$ cat src/rtl/tws_pkg.sv
package tws_pkg;
  typedef struct packed {
    logic shiftIn;   // sample SDA into the receive register
    logic clrCnt;    // clear bit counter
    logic loadTx;    // load transmit register from register data
    logic shiftTx;   // advance transmit register by one bit
    logic setPtr;    // pointer <= received byte
    logic wrByte;    // emit register write and step pointer
    logic incPtr;    // step pointer after a sent byte
  } twsStrobe_t;

  typedef enum logic [2:0] {
    ST_IDLE,
    ST_ADDR,
    ST_ACK,
    ST_WRITE,
    ST_READ,
    ST_MACK
  } twsState_t;
endpackage

$ cat src/rtl/tws_datapath.sv
module tws_datapath
  import tws_pkg::*;
#(
  parameter int FILT_LEN = 3,
  parameter int PTR_W    = 8
) (
  input  logic             clk,
  input  logic             rstN,
  input  logic             sclIn,
  input  logic             sdaIn,
  input  twsStrobe_t       strb,
  input  logic [7:0]       regRdData,
  output logic             sclRise,
  output logic             sclFall,
  output logic             startDet,
  output logic             stopDet,
  output logic             sdaFilt,
  output logic [3:0]       bitCnt,
  output logic [7:0]       rxByte,
  output logic             txMsb,
  output logic [PTR_W-1:0] regPtr,
  output logic             regWrEn,
  output logic [PTR_W-1:0] regWrAddr,
  output logic [7:0]       regWrData
);
  localparam int CNT_W = $clog2(FILT_LEN + 1);

  logic [1:0] pinRaw;
  logic [1:0] pinFilt;
  logic [1:0] pinPrev;

  assign pinRaw = {sdaIn, sclIn};

  // Two-flop synchronizer plus run-length spike filter on each line
  for (genvar i = 0; i < 2; i++) begin : g_filt
    logic [1:0]       syncQ;
    logic [CNT_W-1:0] runQ;
    logic             filtQ;
    always_ff @(posedge clk or negedge rstN) begin
      if (!rstN) begin
        syncQ <= 2'b11;
        runQ  <= '0;
        filtQ <= 1'b1;
      end else begin
        syncQ <= {syncQ[0], pinRaw[i]};
        if (syncQ[1] == filtQ) begin
          runQ <= '0;
        end else if (runQ == CNT_W'(FILT_LEN - 1)) begin
          filtQ <= syncQ[1];
          runQ  <= '0;
        end else begin
          runQ <= runQ + 1'b1;
        end
      end
    end
    assign pinFilt[i] = filtQ;
  end

  always_ff @(posedge clk or negedge rstN) begin
    if (!rstN) pinPrev <= 2'b11;
    else       pinPrev <= pinFilt;
  end

  logic sclF, sclP, sdaP;
  assign sclF     = pinFilt[0];
  assign sdaFilt  = pinFilt[1];
  assign sclP     = pinPrev[0];
  assign sdaP     = pinPrev[1];
  assign sclRise  = sclF & ~sclP;
  assign sclFall  = ~sclF & sclP;
  assign startDet = sclF & sclP & sdaP & ~sdaFilt;
  assign stopDet  = sclF & sclP & ~sdaP & sdaFilt;

  logic [7:0] txQ;
  assign txMsb = txQ[7];

  always_ff @(posedge clk or negedge rstN) begin
    if (!rstN) begin
      bitCnt    <= '0;
      rxByte    <= '0;
      txQ       <= 8'hFF;
      regPtr    <= '0;
      regWrEn   <= 1'b0;
      regWrAddr <= '0;
      regWrData <= '0;
    end else begin
      regWrEn <= strb.wrByte;
      if (strb.clrCnt)                      bitCnt <= '0;
      else if (strb.shiftIn || strb.shiftTx) bitCnt <= bitCnt + 1'b1;
      if (strb.shiftIn) rxByte <= {rxByte[6:0], sdaFilt};
      if (strb.loadTx)       txQ <= regRdData;
      else if (strb.shiftTx) txQ <= {txQ[6:0], 1'b1};
      if (strb.setPtr) begin
        regPtr <= rxByte[PTR_W-1:0];
      end else if (strb.wrByte) begin
        regWrAddr <= regPtr;
        regWrData <= rxByte;
        regPtr    <= regPtr + 1'b1;
      end else if (strb.incPtr) begin
        regPtr <= regPtr + 1'b1;
      end
    end
  end
endmodule

$ cat src/rtl/tws_control.sv
module tws_control
  import tws_pkg::*;
#(
  parameter logic [3:0] DEV_ID = 4'b1011
) (
  input  logic       clk,
  input  logic       rstN,
  input  logic       sclRise,
  input  logic       sclFall,
  input  logic       startDet,
  input  logic       stopDet,
  input  logic       sdaFilt,
  input  logic [3:0] bitCnt,
  input  logic [7:0] rxByte,
  input  logic       txMsb,
  input  logic [2:0] addrSel,
  input  logic       busy,
  output twsStrobe_t strb,
  output logic       sdaDriveLow
);
  twsState_t state, stateNxt;
  logic ackQ, ackNxt;
  logic rwQ, rwNxt;
  logic firstQ, firstNxt;
  logic mAckQ, mAckNxt;
  logic byteDone, addrHit;

  assign byteDone = sclFall && (bitCnt == 4'd8);
  assign addrHit  = (rxByte[7:4] == DEV_ID) && (rxByte[3:1] == addrSel);

  always_comb begin
    stateNxt = state;
    ackNxt   = ackQ;
    rwNxt    = rwQ;
    firstNxt = firstQ;
    mAckNxt  = mAckQ;
    strb     = '0;
    if (stopDet) begin
      stateNxt = ST_IDLE;
      ackNxt   = 1'b0;
    end else if (startDet) begin
      stateNxt    = ST_ADDR;
      ackNxt      = 1'b0;
      strb.clrCnt = 1'b1;
    end else begin
      unique case (state)
        ST_ADDR: begin
          strb.shiftIn = sclRise;
          if (byteDone) begin
            if (addrHit && !busy) begin
              stateNxt = ST_ACK;
              ackNxt   = 1'b1;
              rwNxt    = rxByte[0];
              firstNxt = 1'b1;
            end else begin
              stateNxt = ST_IDLE;
            end
          end
        end
        ST_WRITE: begin
          strb.shiftIn = sclRise;
          if (byteDone) begin
            if (busy) begin
              stateNxt = ST_IDLE;
            end else begin
              stateNxt = ST_ACK;
              ackNxt   = 1'b1;
              firstNxt = 1'b0;
              if (firstQ) strb.setPtr = 1'b1;
              else        strb.wrByte = 1'b1;
            end
          end
        end
        ST_ACK: begin
          if (sclFall) begin
            ackNxt      = 1'b0;
            strb.clrCnt = 1'b1;
            if (rwQ) begin
              stateNxt    = ST_READ;
              strb.loadTx = 1'b1;
            end else begin
              stateNxt = ST_WRITE;
            end
          end
        end
        ST_READ: begin
          if (sclFall) begin
            if (bitCnt == 4'd7) begin
              stateNxt    = ST_MACK;
              strb.incPtr = 1'b1;
            end else begin
              strb.shiftTx = 1'b1;
            end
          end
        end
        ST_MACK: begin
          if (sclRise) mAckNxt = ~sdaFilt;
          if (sclFall) begin
            if (mAckQ) begin
              stateNxt    = ST_READ;
              strb.loadTx = 1'b1;
              strb.clrCnt = 1'b1;
            end else begin
              stateNxt = ST_IDLE;
            end
          end
        end
        default: ;
      endcase
    end
  end

  always_ff @(posedge clk or negedge rstN) begin
    if (!rstN) begin
      state  <= ST_IDLE;
      ackQ   <= 1'b0;
      rwQ    <= 1'b0;
      firstQ <= 1'b0;
      mAckQ  <= 1'b0;
    end else begin
      state  <= stateNxt;
      ackQ   <= ackNxt;
      rwQ    <= rwNxt;
      firstQ <= firstNxt;
      mAckQ  <= mAckNxt;
    end
  end

  assign sdaDriveLow = ackQ | ((state == ST_READ) & ~txMsb);
endmodule

$ cat src/rtl/tws_top.sv
module tws_top
  import tws_pkg::*;
#(
  parameter int         FILT_LEN = 3,
  parameter int         PTR_W    = 8,
  parameter logic [3:0] DEV_ID   = 4'b1011
) (
  input  logic             clk,
  input  logic             rstN,
  input  logic             sclIn,
  input  logic             sdaIn,
  output logic             sdaDriveLow,
  input  logic [2:0]       addrSel,
  input  logic             busy,
  output logic [PTR_W-1:0] regPtr,
  input  logic [7:0]       regRdData,
  output logic             regWrEn,
  output logic [PTR_W-1:0] regWrAddr,
  output logic [7:0]       regWrData
);
  twsStrobe_t strb;
  logic       sclRise, sclFall, startDet, stopDet, sdaFilt, txMsb;
  logic [3:0] bitCnt;
  logic [7:0] rxByte;

  tws_datapath #(.FILT_LEN(FILT_LEN), .PTR_W(PTR_W)) u_dp (
    .clk(clk), .rstN(rstN), .sclIn(sclIn), .sdaIn(sdaIn), .strb(strb),
    .regRdData(regRdData), .sclRise(sclRise), .sclFall(sclFall),
    .startDet(startDet), .stopDet(stopDet), .sdaFilt(sdaFilt),
    .bitCnt(bitCnt), .rxByte(rxByte), .txMsb(txMsb), .regPtr(regPtr),
    .regWrEn(regWrEn), .regWrAddr(regWrAddr), .regWrData(regWrData)
  );

  tws_control #(.DEV_ID(DEV_ID)) u_ctl (
    .clk(clk), .rstN(rstN), .sclRise(sclRise), .sclFall(sclFall),
    .startDet(startDet), .stopDet(stopDet), .sdaFilt(sdaFilt),
    .bitCnt(bitCnt), .rxByte(rxByte), .txMsb(txMsb), .addrSel(addrSel),
    .busy(busy), .strb(strb), .sdaDriveLow(sdaDriveLow)
  );
endmodule

$ cat config.mk
export PLATFORM = sky130hd
export DESIGN_NAME = tws_top
export DESIGN_NICKNAME = d
export VERILOG_FILES = /design/src/rtl/tws_pkg.sv /design/src/rtl/tws_datapath.sv /design/src/rtl/tws_control.sv /design/src/rtl/tws_top.sv
export SDC_FILE = /design/constraint.sdc
export NUM_CORES = 1
export LEC_CHECK = 0
export CORE_ASPECT_RATIO = 1.2
export CORE_UTILIZATION = 55
export DETAILED_ROUTE_END_ITERATION = 10
export GPL_TIMING_DRIVEN = 0
export MAX_ROUTING_LAYER = met4
export PLACE_DENSITY = 0.8
export SLEW_MARGIN = 20
export SYNTH_ARGS = -nofsm -noshare
export SYNTH_HDL_FRONTEND = slang
export SYNTH_SLANG_ARGS = --single-unit
$ cat constraint.sdc
create_clock -name clk -period 2.05 [get_ports clk]
set_input_delay 0.3075 -clock clk [delete_from_list [all_inputs] [get_ports clk]]
set_output_delay 0.3075 -clock clk [all_outputs]
set_load 0.1 [all_outputs]
Word-level counts from Yosys, hierarchy flattened
Cells that the tools add are included.
- $add $sub $neg: 4
- $mul: 0
- div/mod/pow operators: 0
- $lt $le $gt $ge: 0
- equality and inequality tests: 25
- shift-type cells: 0
- muxes and demuxes: 56
- bitwise operators: 19
- reductions and logical operators: 20
- operators with widths (kind ; number):
    two-way mux 8 bit ; 5
    two-way mux 3 bit ; 10
    inequality test 4 x 3 -> 1 bit (second input constant) ; 7
    two-way mux 2 bit ; 12
    two-way mux 1 bit ; 21
    one-hot mux 3 bit (5 select lines) ; 1
    AND reduction 7 bit ; 2
    NOT 1 bit ; 10
    adder 8 x 1 -> 8 bit (second input constant) ; 1
    bitwise AND 1 bit ; 8
    == test 4 bit (second input constant) ; 2
    two-way mux 4 bit ; 2
    two-way mux 7 bit ; 1
    nonzero test 7 bit ; 1
    == test 3 x 2 -> 1 bit (second input constant) ; 2
    == test 3 bit (second input constant) ; 2
    inequality test 2 x 1 -> 1 bit (second input constant) ; 3
    AND reduction 2 bit ; 3
    AND reduction 6 bit ; 1
    nonzero test 2 bit ; 3
    two-way mux 5 bit ; 1
    AND reduction 5 bit ; 1
    nonzero test 5 bit ; 1
    adder 2 x 1 -> 2 bit (second input constant) ; 2
    other kinds (18) ; 22
- register bits after elaboration: 64
- latch bits: 0
- RAM bits: 0
- bits in read-only memories: 0
- input port bits: 16
- logic and storage cells: 143
- memories kept: 0

Depth between registers and ports, before layout
- depth in word-level cells: 10
- depth in mapped cells: 7

By module
From an unflattened synthesis, not the netlist that was laid out.
- cells, all modules: 264
- area, all modules: 3042.9 um^2
- modules (own cells, without submodules) (module ; times used ; cells each ; area an instance (um^2) ; sequential area each (um^2)):
    tws_datapath ; 1 ; 178 ; 2313.5 ; 1446.4
    tws_control ; 1 ; 86 ; 729.4 ; 175.2

Worst setup path before layout
No wires, ideal clock.
- kind: reg2out
- from: register u_ctl.state[0]
- to: output sdaDriveLow
- arrival: 2.836 ns
- setup slack: -1.094 ns
- stages on the path, launching flop included: 5
- buffers on the path: 1
- cells stage by stage: dfrtp_1 > buf_4 > inv_1 > nand2_1 > o21ai_0
- longest elaborated chain between the ends: 3
- ends and longest elaborated chain (what ; line ; text):
    from (decl) ; tws_control.sv:21 ; twsState_t state, stateNxt;
    from (signal assigned) ; tws_control.sv:121 ; state <= stateNxt;
    == test 3 bit ; tws_control.sv:129 ; assign sdaDriveLow = ackQ | ((state == ST_READ) & ~txMsb);
    bitwise AND 1 bit ; tws_control.sv:129 ;
    bitwise OR 1 bit ; tws_control.sv:129 ;
    to (decl) ; tws_top.sv:12 ; output logic sdaDriveLow,
Every way passes these cells.

Worst setup path in the final report
- from: register u_dp.regPtr[2]
- to: output regPtr[2]
- RTL lines (what ; line ; text):
    from (decl) ; tws_datapath.sv:21 ; output logic [PTR_W-1:0] regPtr,
    from (signal assigned) ; tws_datapath.sv:94 ; regPtr <= rxByte[PTR_W-1:0];
    from (signal assigned) ; tws_datapath.sv:98 ; regPtr <= regPtr + 1'b1;
    from (signal assigned) ; tws_datapath.sv:100 ; regPtr <= regPtr + 1'b1;
    to (decl) ; tws_top.sv:15 ; output logic [PTR_W-1:0] regPtr,
No word-level cell between the ends.

==> run_results.csv <==
group,metric,value,unit
run_status,status,"complete, no violations",
routing,final_wirelength,6100,um
logic_synthesis,syn_area_per_cell,11.5,um2
logic_synthesis,synth.top_cells.by_count,"48 x sky130_fd_sc_hd__dfrtp_1, 27 x sky130_fd_sc_hd__mux2_2, 25 x sky130_fd_sc_hd__nand2_1, 16 x sky130_fd_sc_hd__dfstp_2, 16 x sky130_fd_sc_hd__nor2_1",
job,max-cap-violations,0,
global_route,grt_antenna_before_repair,0,
min_path,worst_hold_path_type,"reg2reg",
cells_and_area,final_net_count,341,
logic_synthesis,synthesis.nets,288,
pwr,vdd_drop_max,0.869,mV
global_route,grt.overflow.total,0,
floorplan,fp.dieH,84.1,um
logic_synthesis,synth.cell_area,3090,um2
timing,timing.slew.headroom,0.337,
floorplan,fp.dieW,70.4,um
timing,unrepaired_setup_endpoints_after_global_routing,"false",
logic_synthesis,synth-edff-count,0,
cells_and_area,antenna-diode-count,0,
routing,final_routed_wire_length_divided_by_cell_count,15.7,um
logic_synthesis,post-synth-top-area-fraction,0.389,
routing,vias,2241,
logic_synthesis,ys_seq_elements,64,
cells_and_area,final-instance-count-excl-fill,389,
timing,finalSetupTns,0,ns
clock_tree,tritoncts,"built",
worst_setup_path,crit_type,"reg2out",
routing,route.antenna.remaining_nets,0,
timing,setup_slack,0.0673,ns
timing,tightest_slew,0.998,ns
timing,report.final.slew_viol_count,0,
timing,setup_violations,0,
clock_tree,clock_slew_at_the_register_clock_pins_of_the_worst_setup_and_hold_paths,0.07,ns
floorplan,io_pins,42,
place,place_congestion,0.896,
global_route,grt_use_total,0.233,
floorplan,die_area,5920,um2
worst_setup_path,max_stage_delay,0.89,ns
timing,timing.final.hold_violations,0,
floorplan,floorplan.initialDensity,0.579,
global_route,first_global_vias,2148,
clock_tree,cts_root_buffer,"sky130_fd_sc_hd__clkbuf_8",
timing,minimum_clock_period_after_layout,1.98,ns
timing,peak_clock_frequency_supported_by_timing,504,MHz
worst_setup_path,critPathArrivalTime,1.68,ns
place,port-buffer-count,41,
timing,holdWs,0.356,ns
clock_tree,max-clock-path-buffers,2,
pwr,power.density_cell_area,1030,nW/um2
worst_setup_path,reg2reg_setup_slack,0.10,ns
global_route,largest_net_degree_at_the_start_of_global_routing,46,
pwr,comb_power_share,0.289,
worst_setup_path,worst-path-buf-inv,1,
logic_synthesis,synth.most_common_cell,"sky130_fd_sc_hd__dfrtp_1",
pwr,seq_power_share,0.439,
worst_setup_path,worstSetupEndpointType,"primary output",
clock_tree,clk-insertion-delay-late,0.35,ns
logic_synthesis,fraction_of_registers_with_async_set_or_reset_after_synthesis,1.00,
timing,finalClockSkew,0.00941,ns
place,placedCellCount,373,
place,worst_setup_timing_slack_at_the_placement_stage,-0.468,ns
pwr,swShare,0.341,
routing,detail_route.iter0.violations,123,
routing,detail_route.drc_violations,0,
worst_setup_path,cpLargestDelayFamily,"buffers and inverters",
logic_synthesis,netlist-cell-type-count,56,
pwr,p_int,2.57,mW
place,detailedPlacementHpwl,4250,um
cells_and_area,layout.cell_area.non_filler,3800,um2
logic_synthesis,synth_area_leader_cell,"sky130_fd_sc_hd__dfrtp_1",
pwr,p_sw,1.33,mW
routing,routed_via_density,5.76,
pwr,power.share.clock,0.272,
cells_and_area,areaGrowthSynthToFinish,22.9,%
cells_and_area,final_layout_size_suffix_gt1_frac,0.278,
worst_setup_path,worstPathCellList,"dlygate4sd2_1",
logic_synthesis,yosys_most_used_dff,"sky130_fd_sc_hd__dfrtp_1",
worst_setup_path,critical-path-slowest-cell,"sky130_fd_sc_hd__dlygate4sd2_1",
clock_tree,cts_buffers,9,
logic_synthesis,synth.yosys.warnings,0,
logic_synthesis,register_area_share_after_synthesis,0.525,
global_route,global_route_wire_length_before_repair,10300,um
routing,detailedRoute.firstPassIterationCount,4,
worst_setup_path,path_max_fanout,6,
pwr,total_leakage_power,1.75,nW
floorplan,num_rows,29,
place,placement_stage_cell_area,3610,um2
logic_synthesis,synthesis.instances,269,
worst_setup_path,crit_path_start_kind,"register",
logic_synthesis,synth.area.top_cells,"sky130_fd_sc_hd__dfrtp_1 39%, sky130_fd_sc_hd__dfstp_2 14%, sky130_fd_sc_hd__mux2_2 9.8%, sky130_fd_sc_hd__xnor2_1 3.1%, sky130_fd_sc_hd__nand2_1 3.0%",
worst_setup_path,worst-endpoint-required,1.74,ns
cells_and_area,layout.filler_cells,393,
clock_tree,tritoncts_num_sinks,64,
floorplan,core_area,5330,um2
pwr,p_total,3.90,mW
clock_tree,htreeDepth,3,
timing,post-route-period-util,0.967,
cells_and_area,layout.core_utilization,0.712,
==> sequential cells by signal, indices dropped and copies added, names as in the netlist, 2 cells and up <==
| register | flops |
|---|---|
| u_dp.regPtr | 8 |
| u_dp.regWrData | 8 |
| u_ctl.state | 3 |
| u_dp.pinPrev | 2 |
| u_dp.g_filt.syncQ | 4 |
| u_dp.txQ | 8 |
| u_dp.rxByte | 8 |
| u_dp.g_filt.runQ | 4 |
| u_dp.bitCnt | 4 |
| u_dp.regWrAddr | 8 |
==> path summary, 6_finish.rpt <==
kind                                         start                       to  cells past startpoint
setup / recovery                    u_dp.regPtr[2]                regPtr[2]                      1
hold / removal             u_dp.g_filt[0].syncQ[0]  u_dp.g_filt[0].syncQ[1]                      0
setup reg to reg                   u_dp.pinPrev[0]                u_ctl.rwQ                      6
hold reg to reg            u_dp.g_filt[0].syncQ[0]  u_dp.g_filt[0].syncQ[1]                      0
max in group asynchronous                     rstN              u_dp.txQ[4]                      3
min in group asynchronous                     rstN           u_dp.bitCnt[0]                      2
==> layer usage <==
metal	up-vias	GRT usage	wire [um]
li1	1064	-	-
met1	1096	0.296	2610
met2	65	0.349	3020
met3	16	0.0495	293
met4	0	0.125	185
met5	-	-	0
==> cell families (layout without fill, tap and decap cells) <==
group / count (synthesis) / after routing / synth area share
AO/OA/AOI/OAI: 51 / 51 / 0.109
multiplexers: 31 / 31 / 0.111
AND/OR/NAND/NOR: 87 / 87 / 0.173
XOR/XNOR: 12 / 12 / 0.0340
flip-flops: 64 / 64 / 0.525
adder cells (fa/ha/maj): 3 / 3 / 0.0122
buffers and inverters: 21 / 79 / 0.0357
==> placed cells by master (no fill, tap or decap), drive strengths merged, types with 6 or more instances in the layout <==
cell / n
nor3b: 6
clkdlybuf4s50: 14
nor2: 16
dlygate4sd2: 25
nand2: 25
xnor2: 11
a22oi: 6
o21ai: 15
buf: 11
mux2: 27
clkbuf: 16
inv: 9
a21oi: 14
nand3: 8
dfrtp: 48
dfstp: 16
==> power by group through the flow <==
stage	Combinational [mW]	Sequential (mW)	Clock (mW)
floorplan	0.842	1.67	0
global placement	1.07	1.72	0
detailed placement	1.09	1.73	0
CTS	1.10	1.71	1.08
global route	1.24	1.74	1.13
finish	1.13	1.71	1.06
==> cell type report <==
cell class	instances	area, um2	area share
Buffer	11	68.8	0.0181
Clock buffer	13	179	0.0471
Clock inverter	3	23.8	0.00626
Inverter	9	33.8	0.00890
Multi-Input combinational cell	184	1380	0.362
Sequential cell	64	1630	0.428
Tap cell	62	77.6	0.0204
Timing Repair Buffer	43	412	0.108
==> what timing repair did <==
item                                    4_1_cts  5_1_grt
endpoints found under the setup margin       27       12
hold buffers                                  1        0
gates cloned                                  0        0
endpoints found under the hold margin        10        0
resized for setup                            33        2
setup buffers                                 0        0
No activity file was read; power rests on OpenSTA's default activity.
